**config.mk**
```make
export PLATFORM = sky130hd
export DESIGN_NAME = seg7_bcd_driver
export DESIGN_NICKNAME = d
export VERILOG_FILES = /design/src/rtl/seg7_pkg.sv /design/src/rtl/seg7_glyph_rom.sv /design/src/rtl/seg7_blank_ctrl.sv /design/src/rtl/seg7_bcd_driver.sv
export SDC_FILE = /design/constraint.sdc
export NUM_CORES = 1
export LEC_CHECK = 0
export BUFFER_PORTS_ARGS = -buffer_cell sky130_fd_sc_hd__buf_2
export CAP_MARGIN = 10
export CORE_AREA = 10 10 47 49
export DETAILED_ROUTE_END_ITERATION = 10
export DIE_AREA = 0 0 57 59
export GPL_TIMING_DRIVEN = 0
export PLACE_DENSITY = 0.54
export SLEW_MARGIN = 30
export SYNTH_ARGS = -nofsm -noshare
export SYNTH_HDL_FRONTEND = slang
export SYNTH_HIERARCHICAL = 1
export SYNTH_SLANG_ARGS = --single-unit
```
**constraint.sdc**
```tcl
create_clock -name vclk -period 2.4
set_clock_uncertainty 0.1 [all_clocks]
set_input_delay 0.48 -clock vclk [all_inputs]
set_output_delay 0.48 -clock vclk [all_outputs]
set_load 0.1 [all_outputs]
```
**src/rtl/seg7_pkg.sv**
```systemverilog
package seg7_pkg;
  localparam int unsigned CODE_W  = 4;
  localparam int unsigned SEG_N   = 7;
  localparam int unsigned DIG_MAX = 9;

  typedef logic [SEG_N-1:0]  seg_t;   // {g,f,e,d,c,b,a}
  typedef logic [CODE_W-1:0] code_t;

  localparam seg_t SEG_NONE = '0;
  localparam seg_t SEG_ALL  = '1;

  typedef enum logic [1:0] {
    DRV_GLYPH = 2'd0,
    DRV_DARK  = 2'd1,
    DRV_LAMP  = 2'd2
  } drive_mode_e;
endpackage

```
**src/rtl/seg7_glyph_rom.sv**
```systemverilog
module seg7_glyph_rom
  import seg7_pkg::*;
(
  input  code_t code_i,
  output seg_t  glyph_o,   // active-high lit pattern, empty for invalid codes
  output logic  zero_o
);
  always_comb begin
    unique case (code_i)
      4'd0:    glyph_o = 7'b0111111;
      4'd1:    glyph_o = 7'b0000110;
      4'd2:    glyph_o = 7'b1011011;
      4'd3:    glyph_o = 7'b1001111;
      4'd4:    glyph_o = 7'b1100110;
      4'd5:    glyph_o = 7'b1101101;
      4'd6:    glyph_o = 7'b1111101;
      4'd7:    glyph_o = 7'b0000111;
      4'd8:    glyph_o = 7'b1111111;
      4'd9:    glyph_o = 7'b1101111;
      default: glyph_o = SEG_NONE;
    endcase
  end

  assign zero_o = (code_i == '0);
endmodule

```
**src/rtl/seg7_blank_ctrl.sv**
```systemverilog
module seg7_blank_ctrl
  import seg7_pkg::*;
(
  input  logic        zero_i,
  input  logic        lamp_test_n_i,
  input  logic        rbi_n_i,
  input  logic        blank_n_i,
  output drive_mode_e mode_o,
  output logic        rbo_n_o
);
  logic ripple_hit;

  // ripple blanking applies only to a zero digit and only outside lamp test
  assign ripple_hit = zero_i & ~rbi_n_i & lamp_test_n_i;

  always_comb begin
    if (!blank_n_i)          mode_o = DRV_DARK;
    else if (!lamp_test_n_i) mode_o = DRV_LAMP;
    else if (ripple_hit)     mode_o = DRV_DARK;
    else                     mode_o = DRV_GLYPH;
  end

  // a forced blank reads back low, as a shared open-drain line would
  assign rbo_n_o = ~(~blank_n_i | ripple_hit);
endmodule

```
**src/rtl/seg7_bcd_driver.sv**
```systemverilog
module seg7_bcd_driver
  import seg7_pkg::*;
(
  input  logic [3:0] bcd_i,
  input  logic       lamp_test_n_i,
  input  logic       rbi_n_i,
  input  logic       blank_n_i,
  output logic [6:0] seg_n_o,
  output logic       rbo_n_o
);
  seg_t        glyph;
  logic        is_zero;
  drive_mode_e mode;

  seg7_glyph_rom u_rom (
    .code_i  (bcd_i),
    .glyph_o (glyph),
    .zero_o  (is_zero)
  );

  seg7_blank_ctrl u_ctrl (
    .zero_i        (is_zero),
    .lamp_test_n_i (lamp_test_n_i),
    .rbi_n_i       (rbi_n_i),
    .blank_n_i     (blank_n_i),
    .mode_o        (mode),
    .rbo_n_o       (rbo_n_o)
  );

  // one output stage per segment, inverting for the common-anode drive
  for (genvar s = 0; s < SEG_N; s++) begin : g_seg
    always_comb begin
      unique case (mode)
        DRV_LAMP:  seg_n_o[s] = 1'b0;
        DRV_DARK:  seg_n_o[s] = 1'b1;
        default:   seg_n_o[s] = ~glyph[s];
      endcase
    end
  end
endmodule

```
=== After elaboration in Yosys (flattened, before gate mapping) ===
Memories as Yosys holds them, arrays and structs flattened.
Index checks and enable logic that the tools add are counted.

* Flip-flop bits (word level): 0
* Latch bits: 0
* Bits in writable memories: 0
* Bits in read-only memories: 112
* Bits of input ports: 7
* Output and inout port bits: 8
* Word-level logic and storage cells: 27
* Memories kept: 1

* Add/subtract/negate cells: 0
* Multipliers: 0
* Div/mod/pow operators: 0
* Order comparisons: 0
* Eq/ne operators: 2
* Shift operators: 0
* Muxes and demuxes: 10
* Bitwise operators: 13
* Reduce and logical (&&, ||, !) cells: 1

{| class="wikitable"
|+ Memory list
! memory !! depth !! bits a word !! rd ports !! clocked after memory_dff !! wr ports !! line !! source
|-
| (no name shown) || 16 || 7 || 1 || 0 || 0 || seg7_glyph_rom.sv:9 || <nowiki>unique case (code_i)</nowiki>
|}

{| class="wikitable"
|+ Operators with widths
! cell !! number
|-
| $pmux W1 S2 || 7
|-
| $not A1 Y1 || 10
|-
| $logic_not A4 Y1 || 1
|-
| $mux W2 || 2
|-
| $and A1 B1 Y1 || 2
|-
| $eq A2 B1 Y1 const B || 1
|-
| $eq A2 B2 Y1 const B || 1
|-
| $mux W1 || 1
|-
| $or A1 B1 Y1 || 1
|}

=== Logic depth before layout (Yosys ltp) ===
Gate-level depths: netlist of run 1.

* Depth after elaboration: 8
* Gate-level depth with buffers: 10
* Mapped depth without buffers: 9

=== Modules after synthesis ===
The synthesis of run 1 kept the hierarchy.

{| class="wikitable"
|+ By module, submodules not included
! module !! instances !! cells an instance !! area each (µm²) !! seq. area each (µm²)
|-
| seg7_glyph_rom || 1 || 29 || 215.2 || 0.0
|-
| seg7_bcd_driver || 1 || 12 || 113.9 || 0.0
|-
| seg7_blank_ctrl || 1 || 4 || 25.0 || 0.0
|}

=== Worst setup path after synthesis of run 1 ===
No wires, ideal clock.

* Kind: input to output
* From: in bcd_i[0]
* To: out seg_n_o[0]
* Arrival time: 3036 ps
* Required time: 1820 ps
* Setup slack: -1216 ps
* Stages on the path: 9
* Path buffers: 1
* Cell sequence: inv_1 -> ha_1 -> nand2b_1 -> nor2_1 -> nand2_1 -> o21ai_0 -> ha_1 -> buf_6 -> mux2i_1

* Cells in the longest elaborated chain, start to end: 8
* Elaborated cells on any way between the ends: 11
* Classes of those cells: eq/ne (2); mux (4); bitwise (3); reduce/logical (1); memory (1)

{| class="wikitable"
|+ RTL lines
! item !! line !! source
|-
| start: declaration || seg7_bcd_driver.sv:4 || <nowiki>input logic [3:0] bcd_i,</nowiki>
|-
| $logic_not A4 Y1 * || seg7_glyph_rom.sv:24 || <nowiki>assign zero_o = (code_i == '0);</nowiki>
|-
| named net is_zero || seg7_bcd_driver.sv:12 || <nowiki>logic is_zero;</nowiki>
|-
| $and A1 B1 Y1 * (2 in series) || seg7_blank_ctrl.sv:14 || <nowiki>assign ripple_hit = zero_i & ~rbi_n_i & lamp_test_n_i;</nowiki>
|-
| $mux W1 * || seg7_blank_ctrl.sv:19 || <nowiki>else if (ripple_hit) mode_o = DRV_DARK;</nowiki>
|-
| $mux W2 * || seg7_blank_ctrl.sv:18 || <nowiki>else if (!lamp_test_n_i) mode_o = DRV_LAMP;</nowiki>
|-
| $mux W2 * || seg7_blank_ctrl.sv:17 || <nowiki>if (!blank_n_i) mode_o = DRV_DARK;</nowiki>
|-
| named net mode[0] || seg7_bcd_driver.sv:13 || <nowiki>drive_mode_e mode;</nowiki>
|-
| $eq A2 B1 Y1 / $eq A2 B2 Y1 (equally long branches) || seg7_bcd_driver.sv:33 || <nowiki>unique case (mode)</nowiki>
|-
| $pmux W1 S2 * || seg7_bcd_driver.sv:33 ||
|-
| end: declaration || seg7_bcd_driver.sv:8 || <nowiki>output logic [6:0] seg_n_o,</nowiki>
|}

Mark *: on every way through the listed nets, which the timed path passes. The rest lies on a longest branch.

=== Worst setup path in the final report of run 1 ===
* From: in bcd_i[0]
* To: out seg_n_o[2]

The elaborated chain is that of the path after synthesis.

==> metrics.txt, run 1 <==
status finished, violations left; failing checks negative setup slack; setup slack after layout -0.0750 ns; cell row count 14; Worst Path Required 1.82 ns; VDD IR-drop max 0.000284 V; top post-synthesis cells by area ha_1, a21oi_2, buf_6; die width 57 um; area delta synth->final 127%; count of cell types in the netlist 16; initial antenna violation count 0; CP top delay family buffers and inverters; largest net degree at the start of global routing 11; Arrival @ worst endpoint 1.89 ns; cell chain of the critical path buf_12 > clkinv_8 > ha_4 > nand2b_4 > nor2_4 > nand2_2 > o21ai_2 > ha_4 > buf_4 > a21oi_4 > buf_12; Sequential Power Share 0%; Worst Setup Path Type in2out; Startpoint Class input port; Fmax 404 MHz; post-synth top area cell ha_1; Synth top area share 24.7%; Initial Util 25.3%; final setup TNS -0.465 ns; Synth Area per Inst 7.87 um2; Ant. Diodes 0; Clock power frac 0%; switching power 0.214 mW; final setup fails 7; vias in the first global route 397; GPL Wtd Cong 0.682; Routed WL per cell 11.8 um; fin nets 84; number of DRC markers in iteration 0 0; via-per-instance ratio 4.64; FF+latch area 0 um2; period utilisation layout 103%; Post-route DRC 0; unrepaired setup endpoints after global routing yes; Port Buffers 14; layout clock buffer count 0; core footprint 0.00140 mm2; first-pass GRT wire length 1600 um; final WL 994 um; Slew HR 74.3%; max-cap violations 0; Hold Fails Final Rpt 0; Bufs and invs on worst path 4; Seq cells 0; Yosys warnings 6; leakage 0.349 nW; share of layout cells above drive strength 1 63.2%; combinational share of power 100.0%; Syn Inst Count 45; placed wire-length estimate 693 um; internal power 0.140 mW; antenna violation net count after detailed routing 0; register area share after synthesis 0%; Sw Ratio 60.3%; via count 390; hold crit path type in2out; CP max-delay cell ha_4; total grt overflow 0; Tmin final 2.47 ns; Pwr Density 441 mW/mm2; Slew Viols, Final 0; Die H 59 um; synthesized cell area 354 um2; I/O pin count 15; crit path max fanout 7; DRT Pass-1 Iters 1; GRT Total Usage 5.26%; syn_nets 59; fillcell total 127; Slew @ Worst Pin 0.381 ns; WHS 1.27 ns; CP max stage delay 0.28 ns; full die area 0.00336 mm2; Crit. End Element output pin
per-stage QoR:
stage / setup WS [ns] / total power, mW / instance area, um2 / util, % / std cells
after floorplan: -0.216 / 0.230 / 459 / - / 45
after global placement: -0.489 / 0.264 / 549 / 39.2 / 75
after detailed placement: -0.488 / 0.264 / 549 / 39.2 / 75
after CTS: -0.246 / 0.347 / 768 / 54.8 / 84
after global routing: -0.132 / 0.368 / 802 / 57.2 / 84
final: -0.0750 / 0.354 / 802 / 57.2 / 84
final cells by class:
type                            instances  area [um2]  share of cell area [%]
Multi-Input combinational cell         36         402                    50.1
Tap cell                               16        20.0                    2.50
Timing Repair Buffer                   24         312                    38.8
Buffer                                  2        26.3                    3.28
Inverter                                6        42.5                    5.30
cells by family (layout without fill, tap and decap cells):
logic type                 count (synthesis)  in the layout  synth area share, %
adders and majority gates                  7              7                 24.7
xor gates and xnor gates                   1              1                 2.47
AOI/OAI and AO/OA                         18             18                 35.3
buffers and inverters                      9             32                 15.9
muxes                                      2              2                 5.65
and+or+nand+nor                            8              8                 15.9
final timing paths:
check       from    endpoint  slack [ns]  depth (start not counted)
max     bcd_i[0]  seg_n_o[2]       -0.07                         11
min    blank_n_i     rbo_n_o        1.27                          3
what timing repair did:
item | 4_1_cts | 5_1_grt
setup buffers | 9 | 3
pin swaps | 6 | 7
resized for setup | 38 | 9
setup endpoints to repair | 7 | 8
hold buffers | 0 | 0
metal layers:
layer  part of all wire, %  track usage [%]  vias up
li1                      -                -      200
met1                    41             5.89      180
met2                    52             10.2       10
met3                   6.8             1.29        0
met4                     0                0        0
met5                     0                0        -
cell usage after synthesis:
cell type	number
buf_6	3
nand2_1	1
o22ai_1	4
xnor2_1	1
o21ai_0	3
o21a_1	2
a21o_1	1
a21oi_2	6
nand2b_1	2
nor2_1	3
ha_1	7
nor2_8	1
inv_1	6
mux2i_1	2
a21oi_1	2
and2b_2	1
layout by cell type (no fill, tap or decap):
cell and n:
buf_12 11, buf_4 8, a21oi_4 6, ha_1 5
inv_1 4, buf_2 4, o22ai_1 4, ha_4 2
o21a_1 2, buf_6 2, o21ai_0 2, nor2_1 2
a21oi_1 2, mux2i_4 1, nor2_8 1, nand2_2 1
o21ai_2 1, and2b_2 1, buf_8 1, a21o_1 1
clkinv_8 1, inv_8 1, nand2b_1 1, nand2b_4 1
mux2i_1 1, xnor2_1 1, nor2_4 1
power by group through the flow:
stage | combinational (mW) | clock, mW | sequential (mW)
floorplan | 0.230 | 0 | 0
global placement | 0.264 | 0 | 0
detailed placement | 0.264 | 0 | 0
global route | 0.368 | 0 | 0
CTS | 0.347 | 0 | 0
finish | 0.354 | 0 | 0
No activity file was read; power rests on OpenSTA's default activity.
==> run 2, diff against run 1 <==
--- a/config.mk
+++ b/config.mk
@@ -11,9 +11,8 @@
 export DETAILED_ROUTE_END_ITERATION = 10
 export DIE_AREA = 0 0 57 59
 export GPL_TIMING_DRIVEN = 0
-export PLACE_DENSITY = 0.54
+export PLACE_DENSITY = 0.46
 export SLEW_MARGIN = 30
 export SYNTH_ARGS = -nofsm -noshare
 export SYNTH_HDL_FRONTEND = slang
-export SYNTH_HIERARCHICAL = 1
 export SYNTH_SLANG_ARGS = --single-unit
==> run 2 against run 1 <==
- the run still ends with negative setup slack left
- die area is the same
- setup slack worse by 0.18 ns
- via count fell by 14%
- non-clock buffer count decreased by 1
- global-route usage fell by 0.60 points
- combinational power is 5% lower
- largest cell class unchanged
==> metrics.txt, run 2 <==
Worst Setup Path Type in2out; met2 usage 8.68%; final setup fails 7; I/O pin count 15; Die H 59 um; Ant. Diodes 0; syn_nets 50; Sequential Power Share 0%; hold crit path type in2out; placed wire-length estimate 680 um; count of cell types in the netlist 17; Post-route DRC 0; list of most frequent post-synthesis cells ha_1, inv_1, nand2b_1, o21ai_1, nand2_1; share of layout cells above drive strength 1 70.5%; Pwr Density 463 mW/mm2; GRT Total Usage 4.65%; Hold Fails Final Rpt 0; internal power 0.135 mW; Worst Hold End seg_n_o[2]; Worst Path Required 1.82 ns; unrepaired setup endpoints after global routing yes; crit path max fanout 5; Syn Inst Count 37; combinational share of power 100.0%; met1 Track Usage GR 5.30%; full die area 0.00336 mm2; post-synth top area cell ha_1; Yosys warnings 0; switching power 0.204 mW; Clock power frac 0%; HP Start bcd_i[2]; largest net degree at the start of global routing 12; Initial Util 18.7%; Arrival @ worst endpoint 2.07 ns; core footprint 0.00140 mm2; fin nets 76; FF+latch area 0 um2; DRT Pass-1 Iters 4; GRT met3 Usage 1.50%; Crit. End Element output pin; setup slack after layout -0.252 ns; Slew HR 67.7%; max-cap violations 0; cell area after layout 731 um2; number of DRC markers in iteration 0 1; first-pass GRT wire length 1400 um; via count 334; pre-CTS setup slack -0.820 ns; Cell Count Post-Placement 68; leakage 0.315 nW; Tmin final 2.65 ns; status finished, violations left; Fmax 377 MHz; synthesized cell area 262 um2; Synth top area share 28.7%; Slew @ Worst Pin 0.488 ns; vias in the first global route 349; final std cells w/o fill 77; most frequent cells in the layout buf_12, buf_4, buf_2; fillcell total 147; Hold Path Stages 3; most frequent cell after synthesis ha_1; Seq cells 0; period utilisation layout 110%; dpl cell area 494 um2; failing checks negative setup slack; top post-synthesis cells by area ha_1, nand2b_1, o21ai_1; via-per-instance ratio 4.34; initial antenna violation count 0; layout clock buffer count 0; final WL 835 um; antenna violation net count after detailed routing 0; Synth Area per Inst 7.07 um2; GPL Wtd Cong 0.644; register area share after synthesis 0%; area delta synth->final 179%; Sw Ratio 60.2%; Routed WL per cell 10.8 um; Port Buffers 15; Startpoint Class input port; VDD IR-drop max 0.000211 V; Slew Viols, Final 0; cell row count 14; grt peak-use layer met2; total grt overflow 0; die width 57 um
## run 2: cell types whose count changed in the layout (fill, tap and decap cells not counted), moves of 2 or more
cell | before | now
o22ai_1 | 4 | 0
nor2_1 | 2 | 0
o21ai_4 | 0 | 3
a21oi_4 | 6 | 0
buf_12 | 11 | 9
o21a_1 | 2 | 0
inv_1 | 4 | 2
nand2b_1 | 1 | 3
## run 2: power groups by stage
stage / logic (mW) / registers (mW) / clock network, mW
after floorplan: 0.208 / 0 / 0
after global placement: 0.246 / 0 / 0
after detailed placement: 0.245 / 0 / 0
after CTS: 0.340 / 0 / 0
after global routing: 0.351 / 0 / 0
final: 0.338 / 0 / 0
## run 2: per-stage QoR
stage	setup TNS [ns]	hold WS (ns)	total power, mW	utilization, %
floorplan	-3.57	1.04	0.208	-
global placement	-5.53	1.36	0.246	35.3
detailed placement	-5.41	1.36	0.245	35.3
CTS	-1.62	1.28	0.340	51.2
global route	-1.85	1.29	0.351	52.1
finish	-1.47	1.27	0.338	52.1
## run 2: logic make-up after synthesis
family | share of synthesized area, %
compound gates | 33.5
simple gates | 23.0
fa+ha+maj | 28.7
buf+inv | 11.5
xor+xnor | 3.35
## run 2: cell type report
cell class / count / area, um2 / area share (%)
inverter: 5 / 47.5 / 6.51
tap: 16 / 20.0 / 2.74
multi-input combinational: 31 / 364 / 49.8
timing repair buffer: 25 / 299 / 40.9
## run 2: routing by layer
metal / wire length, um / vias up
met5: 0 / -
met4: 0 / 0
met3: 65 / 0
met2: 427 / 10
met1: 343 / 149
li1: - / 175
## run 2: how the worst max path moves through the flow
stage               slack (ns)  startpoint         end
detailed placement       -0.82    bcd_i[1]  seg_n_o[2]
floorplan                -0.66    bcd_i[1]  seg_n_o[2]
CTS                      -0.27    bcd_i[0]  seg_n_o[2]
global route             -0.31    bcd_i[1]  seg_n_o[2]
global placement         -0.83    bcd_i[1]  seg_n_o[2]
finish                   -0.25    bcd_i[1]  seg_n_o[2]
## run 2: repair_timing
action	CTS	global route
resized for setup	41	1
hold buffers	0	0
pin swaps	4	1
endpoints found under the setup margin	7	7
hold endpoints to repair	0	0
buffers inserted	9	1
## run 2: critical path, cell delays in order
cell and delay (ns):
buf_12 0.11, inv_16 0.04, ha_4 0.12, nand2_2 0.04, o41a_4 0.35, inv_2 0.07
ha_4 0.21, nor2b_4 0.16, a31oi_4 0.05, buf_12 0.16, o31ai_4 0.06, buf_12 0.21
